**src/rtl/eic_pkg.sv**
```systemverilog
package eic_pkg;
   localparam int DB_W   = 12;
   localparam int DB_MIN = 1;
   localparam int DB_MAX = 4000;

   localparam int ADR_LEVEL   = 0;
   localparam int ADR_POL     = 1;
   localparam int ADR_EN      = 2;
   localparam int ADR_ARM     = 3;
   localparam int ADR_STAT    = 4;
   localparam int ADR_DB_BASE = 8;

   function automatic logic [DB_W-1:0] db_clamp(input logic [31:0] v);
      if (v < 32'(DB_MIN))
         return DB_W'(DB_MIN);
      else if (v > 32'(DB_MAX))
         return DB_W'(DB_MAX);
      else
         return v[DB_W-1:0];
   endfunction
endpackage

```
**src/rtl/eic_tick_gen.sv**
```systemverilog
module eic_tick_gen #(
   parameter int TICK_DIV = 32
) (
   input  logic clk,
   input  logic rst_n,
   input  logic run_i,
   output logic tick_o
);
   generate
      if (TICK_DIV == 1) begin : g_direct
         assign tick_o = run_i;
      end else begin : g_div
         localparam int CW = $clog2(TICK_DIV);
         localparam logic [CW-1:0] LAST = CW'(TICK_DIV - 1);
         logic [CW-1:0] cnt_q;

         always_ff @(posedge clk or negedge rst_n) begin
            if (!rst_n)
               cnt_q <= '0;
            else if (!run_i || cnt_q == LAST)
               cnt_q <= '0;
            else
               cnt_q <= cnt_q + 1'b1;
         end

         assign tick_o = run_i && (cnt_q == LAST);
      end
   endgenerate
endmodule

```
**src/rtl/eic_line_filter.sv**
```systemverilog
module eic_line_filter
   import eic_pkg::*;
#(
   parameter int SYNC_STAGES = 2
) (
   input  logic            clk,
   input  logic            rst_n,
   input  logic            run_i,
   input  logic            tick_i,
   input  logic            raw_i,
   input  logic [DB_W-1:0] limit_i,
   output logic            sync_o,
   output logic            level_o
);
   logic [SYNC_STAGES-1:0] chain_q;
   logic [DB_W-1:0]        cnt_q;
   logic                   level_q;

   always_ff @(posedge clk or negedge rst_n) begin
      if (!rst_n)
         chain_q <= '0;
      else
         chain_q <= {chain_q[SYNC_STAGES-2:0], raw_i};
   end

   assign sync_o = chain_q[SYNC_STAGES-1];

   always_ff @(posedge clk or negedge rst_n) begin
      if (!rst_n) begin
         cnt_q   <= '0;
         level_q <= 1'b0;
      end else if (run_i) begin
         if (sync_o == level_q) begin
            cnt_q <= '0;
         end else if (tick_i) begin
            if (cnt_q >= limit_i) begin
               level_q <= sync_o;
               cnt_q   <= '0;
            end else begin
               cnt_q <= cnt_q + 1'b1;
            end
         end
      end
   end

   assign level_o = level_q;
endmodule

```
**src/rtl/eic_trigger.sv**
```systemverilog
module eic_trigger #(
   parameter int NUM_LINES = 8
) (
   input  logic                 clk,
   input  logic                 rst_n,
   input  logic [NUM_LINES-1:0] level_i,
   input  logic [NUM_LINES-1:0] pol_i,
   input  logic [NUM_LINES-1:0] en_i,
   input  logic [NUM_LINES-1:0] arm_set_i,
   input  logic [NUM_LINES-1:0] stat_clr_i,
   output logic [NUM_LINES-1:0] arm_o,
   output logic [NUM_LINES-1:0] stat_o
);
   logic [NUM_LINES-1:0] arm_q, stat_q, fire_w;

   assign fire_w = arm_q & en_i & ~(level_i ^ pol_i);

   always_ff @(posedge clk or negedge rst_n) begin
      if (!rst_n) begin
         arm_q  <= '0;
         stat_q <= '0;
      end else begin
         arm_q  <= (arm_q & ~fire_w) | arm_set_i;
         stat_q <= (stat_q & ~stat_clr_i) | fire_w;
      end
   end

   assign arm_o  = arm_q;
   assign stat_o = stat_q;
endmodule

```
**src/rtl/eic_debounce_ctrl.sv**
```systemverilog
module eic_debounce_ctrl
   import eic_pkg::*;
#(
   parameter int NUM_LINES   = 8,
   parameter int TICK_DIV    = 32,
   parameter int SYNC_STAGES = 2,
   parameter int ADDR_W      = 5,
   parameter int DATA_W      = 16
) (
   input  logic                 clk,
   input  logic                 rst_n,
   input  logic [NUM_LINES-1:0] evt_i,
   input  logic                 wr_en_i,
   input  logic [ADDR_W-1:0]    addr_i,
   input  logic [DATA_W-1:0]    wdata_i,
   output logic [DATA_W-1:0]    rdata_o,
   output logic                 irq_o,
   output logic                 filt_run_o
);
   localparam int ADR_SPAN = 1 << ADDR_W;

   generate
      if (NUM_LINES < 1 || NUM_LINES > DATA_W) begin : g_bad_lines
         $error("NUM_LINES must be between 1 and DATA_W");
      end
      if (DATA_W < DB_W) begin : g_bad_data
         $error("DATA_W must hold a debounce window");
      end
      if (ADR_DB_BASE + NUM_LINES > ADR_SPAN) begin : g_bad_addr
         $error("ADDR_W too small for the window registers");
      end
      if (SYNC_STAGES < 2) begin : g_bad_sync
         $error("SYNC_STAGES must be at least 2");
      end
      if (TICK_DIV < 1) begin : g_bad_div
         $error("TICK_DIV must be at least 1");
      end
   endgenerate

   logic [NUM_LINES-1:0] pol_q, en_q;
   logic [NUM_LINES-1:0] level_w, sync_w, arm_w, stat_w;
   logic [NUM_LINES-1:0] arm_set_w, stat_clr_w;
   logic [DB_W-1:0]      db_arr [NUM_LINES];
   logic                 tick_w;

   wire wr_pol  = wr_en_i && (addr_i == ADDR_W'(ADR_POL));
   wire wr_en   = wr_en_i && (addr_i == ADDR_W'(ADR_EN));
   wire wr_arm  = wr_en_i && (addr_i == ADDR_W'(ADR_ARM));
   wire wr_stat = wr_en_i && (addr_i == ADDR_W'(ADR_STAT));

   assign arm_set_w  = wr_arm  ? wdata_i[NUM_LINES-1:0] : '0;
   assign stat_clr_w = wr_stat ? wdata_i[NUM_LINES-1:0] : '0;

   always_ff @(posedge clk or negedge rst_n) begin
      if (!rst_n) begin
         pol_q <= '0;
         en_q  <= '0;
      end else begin
         if (wr_pol) pol_q <= wdata_i[NUM_LINES-1:0];
         if (wr_en)  en_q  <= wdata_i[NUM_LINES-1:0];
      end
   end

   assign filt_run_o = |(arm_w | en_q);

   eic_tick_gen #(.TICK_DIV(TICK_DIV)) u_tick (
      .clk    (clk),
      .rst_n  (rst_n),
      .run_i  (filt_run_o),
      .tick_o (tick_w)
   );

   generate
      for (genvar i = 0; i < NUM_LINES; i++) begin : g_line
         logic [DB_W-1:0] db_q;

         always_ff @(posedge clk or negedge rst_n) begin
            if (!rst_n)
               db_q <= DB_W'(DB_MIN);
            else if (wr_en_i && addr_i == ADDR_W'(ADR_DB_BASE + i))
               db_q <= db_clamp(32'(wdata_i));
         end

         assign db_arr[i] = db_q;

         eic_line_filter #(.SYNC_STAGES(SYNC_STAGES)) u_filt (
            .clk     (clk),
            .rst_n   (rst_n),
            .run_i   (filt_run_o),
            .tick_i  (tick_w),
            .raw_i   (evt_i[i]),
            .limit_i (db_q),
            .sync_o  (sync_w[i]),
            .level_o (level_w[i])
         );
      end
   endgenerate

   eic_trigger #(.NUM_LINES(NUM_LINES)) u_trig (
      .clk        (clk),
      .rst_n      (rst_n),
      .level_i    (level_w),
      .pol_i      (pol_q),
      .en_i       (en_q),
      .arm_set_i  (arm_set_w),
      .stat_clr_i (stat_clr_w),
      .arm_o      (arm_w),
      .stat_o     (stat_w)
   );

   assign irq_o = |(stat_w & en_q);

   always_comb begin
      rdata_o = '0;
      if (addr_i == ADDR_W'(ADR_LEVEL)) rdata_o = DATA_W'(level_w);
      if (addr_i == ADDR_W'(ADR_POL))   rdata_o = DATA_W'(pol_q);
      if (addr_i == ADDR_W'(ADR_EN))    rdata_o = DATA_W'(en_q);
      if (addr_i == ADDR_W'(ADR_ARM))   rdata_o = DATA_W'(arm_w);
      if (addr_i == ADDR_W'(ADR_STAT))  rdata_o = DATA_W'(stat_w);
      for (int i = 0; i < NUM_LINES; i++) begin
         if (addr_i == ADDR_W'(ADR_DB_BASE + i)) rdata_o = DATA_W'(db_arr[i]);
      end
   end
endmodule

```
**config.mk**
```make
export PLATFORM = sky130hd
export DESIGN_NAME = eic_debounce_ctrl
export DESIGN_NICKNAME = d
export VERILOG_FILES = /design/src/rtl/eic_pkg.sv /design/src/rtl/eic_tick_gen.sv /design/src/rtl/eic_line_filter.sv /design/src/rtl/eic_trigger.sv /design/src/rtl/eic_debounce_ctrl.sv
export SDC_FILE = /design/constraint.sdc
export NUM_CORES = 1
export LEC_CHECK = 0
export ABC_AREA = 1
export CAP_MARGIN = 20
export CORE_UTILIZATION = 51
export CTS_CLUSTER_SIZE = 12
export DETAILED_ROUTE_END_ITERATION = 10
export PLACE_DENSITY = 0.65
export SETUP_SLACK_MARGIN = 0.5
export SLEW_MARGIN = 30
export SYNTH_ARGS = -nofsm -noshare
export SYNTH_HDL_FRONTEND = slang
export SYNTH_SLANG_ARGS = --single-unit
```
**constraint.sdc**
```tcl
create_clock -name clk -period 4.9 [get_ports clk]
set_input_delay 0.98 -clock clk [delete_from_list [all_inputs] [get_ports clk]]
set_output_delay 0.98 -clock clk [all_outputs]
set_load 0.05 [all_outputs]
```
==> flow_summary.json <==
{
  "cts_tree": "built",
  "ys_top_cells_by_area": "dfrtp_1 (42%), nand2_1 (13%), ha_1 (9.0%)",
  "coreArea_sq_um": 28090,
  "dieArea_sq_um": 29620,
  "layout_min_cycle_time_ns": 4.213,
  "yosysUniqueCellTypes": 46,
  "pwr-share-clk_pct": 39.9,
  "rows": 61,
  "fin_crit_sh_pct": 85.97,
  "hold_class": "register to register",
  "antenna_found_initial": 0,
  "start_util_pct": 52.53,
  "htree_levels": 1,
  "seq_area_frac_synth_pct": 42.97,
  "yosys.area_share.simple_pct": 25.16,
  "pwr-share-seq_pct": 43.2,
  "fmax_mhz": 237.4,
  "rsz0062_at_grt": "no",
  "async_flop_share_pct": 100.0,
  "clk_latency_ns": 0.55,
  "cts-root-buf": "clkbuf_16",
  "pwr-share-comb_pct": 17.0,
  "critPathCaptureType": "output pin",
  "synth_seq_cells": 253,
  "crit_type": "primary input to output pin",
  "worstMarginPinSlew_ns": 0.9268,
  "slew_headroom_pct": 38.07,
  "ant_nets": 0,
  "fin_setup_tns_ns": 0,
  "gp_congestion": 0.9151,
  "grt_usage_pct": 28.81,
  "syn_inst": 1894,
  "netlist_area_sq_um": 14760,
  "dr.pass1.iters": 7,
  "drive_gt1_share_pct": 7.430,
  "viasPerCell": 5.405,
  "grt_pass1_wl_mm": 64.86,
  "cts_max_path_buffers": 3,
  "syn_area_per_cell_sq_um": 7.791,
  "power.leakage_nw": 7.858,
  "switching_share_pct": 29.31,
  "ios": 50,
  "mostFrequentLayoutCells": "nand2_1 (519), dfrtp_1 (245), inv_1 (232)",
  "fp.dieH_um": 172.1,
  "reg2reg_from": "en_q[3]",
  "cpMaxStageDelayCell": "clkdlybuf4s50_1",
  "nets": 2083,
  "synth_compound_gate_area_share_pct": 12.12,
  "skew_ns": 0.01292,
  "r2r-end": "g_line[4].u_filt.level_o",
  "r2r_slack_ns": 1.41,
  "clkTransAtPathRegs_ns": 0.06,
  "crit_path_start": "addr_i[4]",
  "hold_violations": 0,
  "cts_buffers": 28,
  "nFillCells": 2632,
  "fin_ws_ns": 0.6873,
  "synth_edf_count": 0,
  "synthMuxAreaShare_pct": 0,
  "port-buffer-count": 45,
  "worstRegToRegCells": 9,
  "cts.sinks": 253,
  "slowest_delay_ns": 0.59,
  "cp_cell_sequence": "clkdlybuf4s50_1 -> clkinvlp_2 -> nand4_1 -> nand3_1 -> nor2_1 -> nand4_1 -> nand2_1 -> nand2_1 -> nand2_1 -> nand4_1 -> buf_12",
  "setup_viol": 0,
  "holdPathStages": 0,
  "hold_end": "g_line[4].u_filt.chain_q[1]",
  "synth_flop_cell": "dfrtp_1",
  "drc": 0,
  "die_w_um": 172.1,
  "postPlaceCellArea_sq_um": 15690,
  "wl_per_cell_um": 17.52,
  "final_common_cell": "nand2_1",
  "overflow": 0,
  "synth_top_area_share_pct": 41.55,
  "synth_xor_area_share_pct": 2.671,
  "startpoint_type": "primary input",
  "wirelength_mm": 41.05,
  "final_area_sq_um": 16730,
  "grt_pass1_vias": 11984,
  "power.density_nw_per_um2": 341.8,
  "p_int_mw": 4.043,
  "hpwl_mm": 30.08,
  "vdd_drop_max_uv": 353.1,
  "min_from": "g_line[4].u_filt.chain_q[0]",
  "vias": 12664,
  "drv_cap": 0,
  "switchingPower_mw": 1.676,
  "outcome": "finished clean",
  "place_ws_ns": 0.4862,
  "cp_max_fo": 10,
  "yosysWarnings": 0,
  "grt_max_degree": 101,
  "area_growth_syn_to_layout_pct": 13.38,
  "drt-initial-drc-count": 918,
  "synthAdderAreaFrac_pct": 8.988,
  "synth_top_family_by_area": "simple AND/OR/NAND/NOR gates",
  "diodes": 0,
  "worstPathRequired_ns": 3.92,
  "yosysTopAreaCell": "dfrtp_1",
  "slew_violations": 0,
  "crit_arrival_ns": 3.23
}
==> synth_stat cells, types with 33 or more instances <==
cell type	number
nor2_1	124
dfrtp_1	245
nand3_1	87
xor2_1	33
inv_1	234
o21ai_0	200
nand2_1	519
a21oi_1	62
nand4_1	67
ha_1	106
==> layout make-up <==
class                      count  area (sq um)  share of cell area (%)
timing repair buffer          64         730.7                   4.368
clock buffer                  43         868.3                   5.190
timing repair inverter         1         5.005                 0.02992
sequential                   253          6341                   37.90
multi-input combinational   1349          7238                   43.27
clock inverter                 7         135.1                  0.8077
inverter                     248         938.4                   5.609
tap                          378         473.0                   2.827
==> cell families after synthesis <==
| kind of cell | count (synthesis) |
|---|---|
| adders and majority gates | 106 |
| other | 1 |
| AOI/OAI and AO/OA | 330 |
| xor gates and xnor gates | 45 |
| and+or+nand+nor | 864 |
| buffers and inverters | 295 |
| DFF | 253 |
==> power by group through the flow <==
stage | clock network [mW] | logic, mW | registers, mW
final | 2.28 | 0.970 | 2.47
after floorplan | 0 | 0.633 | 2.44
after global placement | 0 | 0.939 | 2.50
after CTS | 2.31 | 0.970 | 2.46
after global routing | 2.39 | 1.10 | 2.49
after detailed placement | 0 | 0.960 | 2.50
==> metrics by stage <==
step | utilization (%) | hold WS, ns | total power, mW | std cells
2_1_floorplan | - | 0.3312 | 3.070 | 1897
3_3_place_gp | 55.86 | 0.3335 | 3.435 | 2289
3_5_place_dp | 55.86 | 0.3347 | 3.456 | 2289
4_1_cts | 59.44 | 0.3437 | 5.746 | 2339
5_1_grt | 59.56 | 0.3539 | 5.981 | 2343
6_report | 59.56 | 0.3420 | 5.719 | 2343
==> layer usage <==
metal | GRT usage [%] | wire length, um
met1 | 40.36 | 18780
met2 | 44.11 | 17990
met3 | 5.356 | 2620
met4 | 11.20 | 1667
met5 | 0 | 0
==> worst max-delay path by stage <==
stage                 end  slack, ns  cells past startpoint
2_1_floorplan  rdata_o[4]       1.62                     10
3_3_place_gp   rdata_o[3]       0.49                     12
3_5_place_dp   rdata_o[3]       0.49                     12
4_1_cts        rdata_o[8]       0.62                     11
5_1_grt        rdata_o[6]       0.57                     11
6_report       rdata_o[3]       0.69                     11
==> sequential cells by signal, summed over array words and instances (netlist names) <==
signal	count
en_q	8
g_line.db_q	96
g_line.u_filt.chain_q	16
g_line.u_filt.cnt_q	96
g_line.u_filt.level_o	8
pol_q	8
u_tick.g_div.cnt_q	5
u_trig.arm_o	8
u_trig.stat_o	8
==> what timing repair did <==
item,CTS,global route
cloned,0,1
buffers inserted,0,3
endpoints found under the setup margin,1,9
hold buffers,0,0
gates resized for setup,1,2
==> critical path, delay by kind of cell <==
kind / cells / cell delay, ns
AND/OR/NAND/NOR: 8 / 1.03
buffers and inverters: 3 / 1.23
Power figures use the tool's default switching activity.
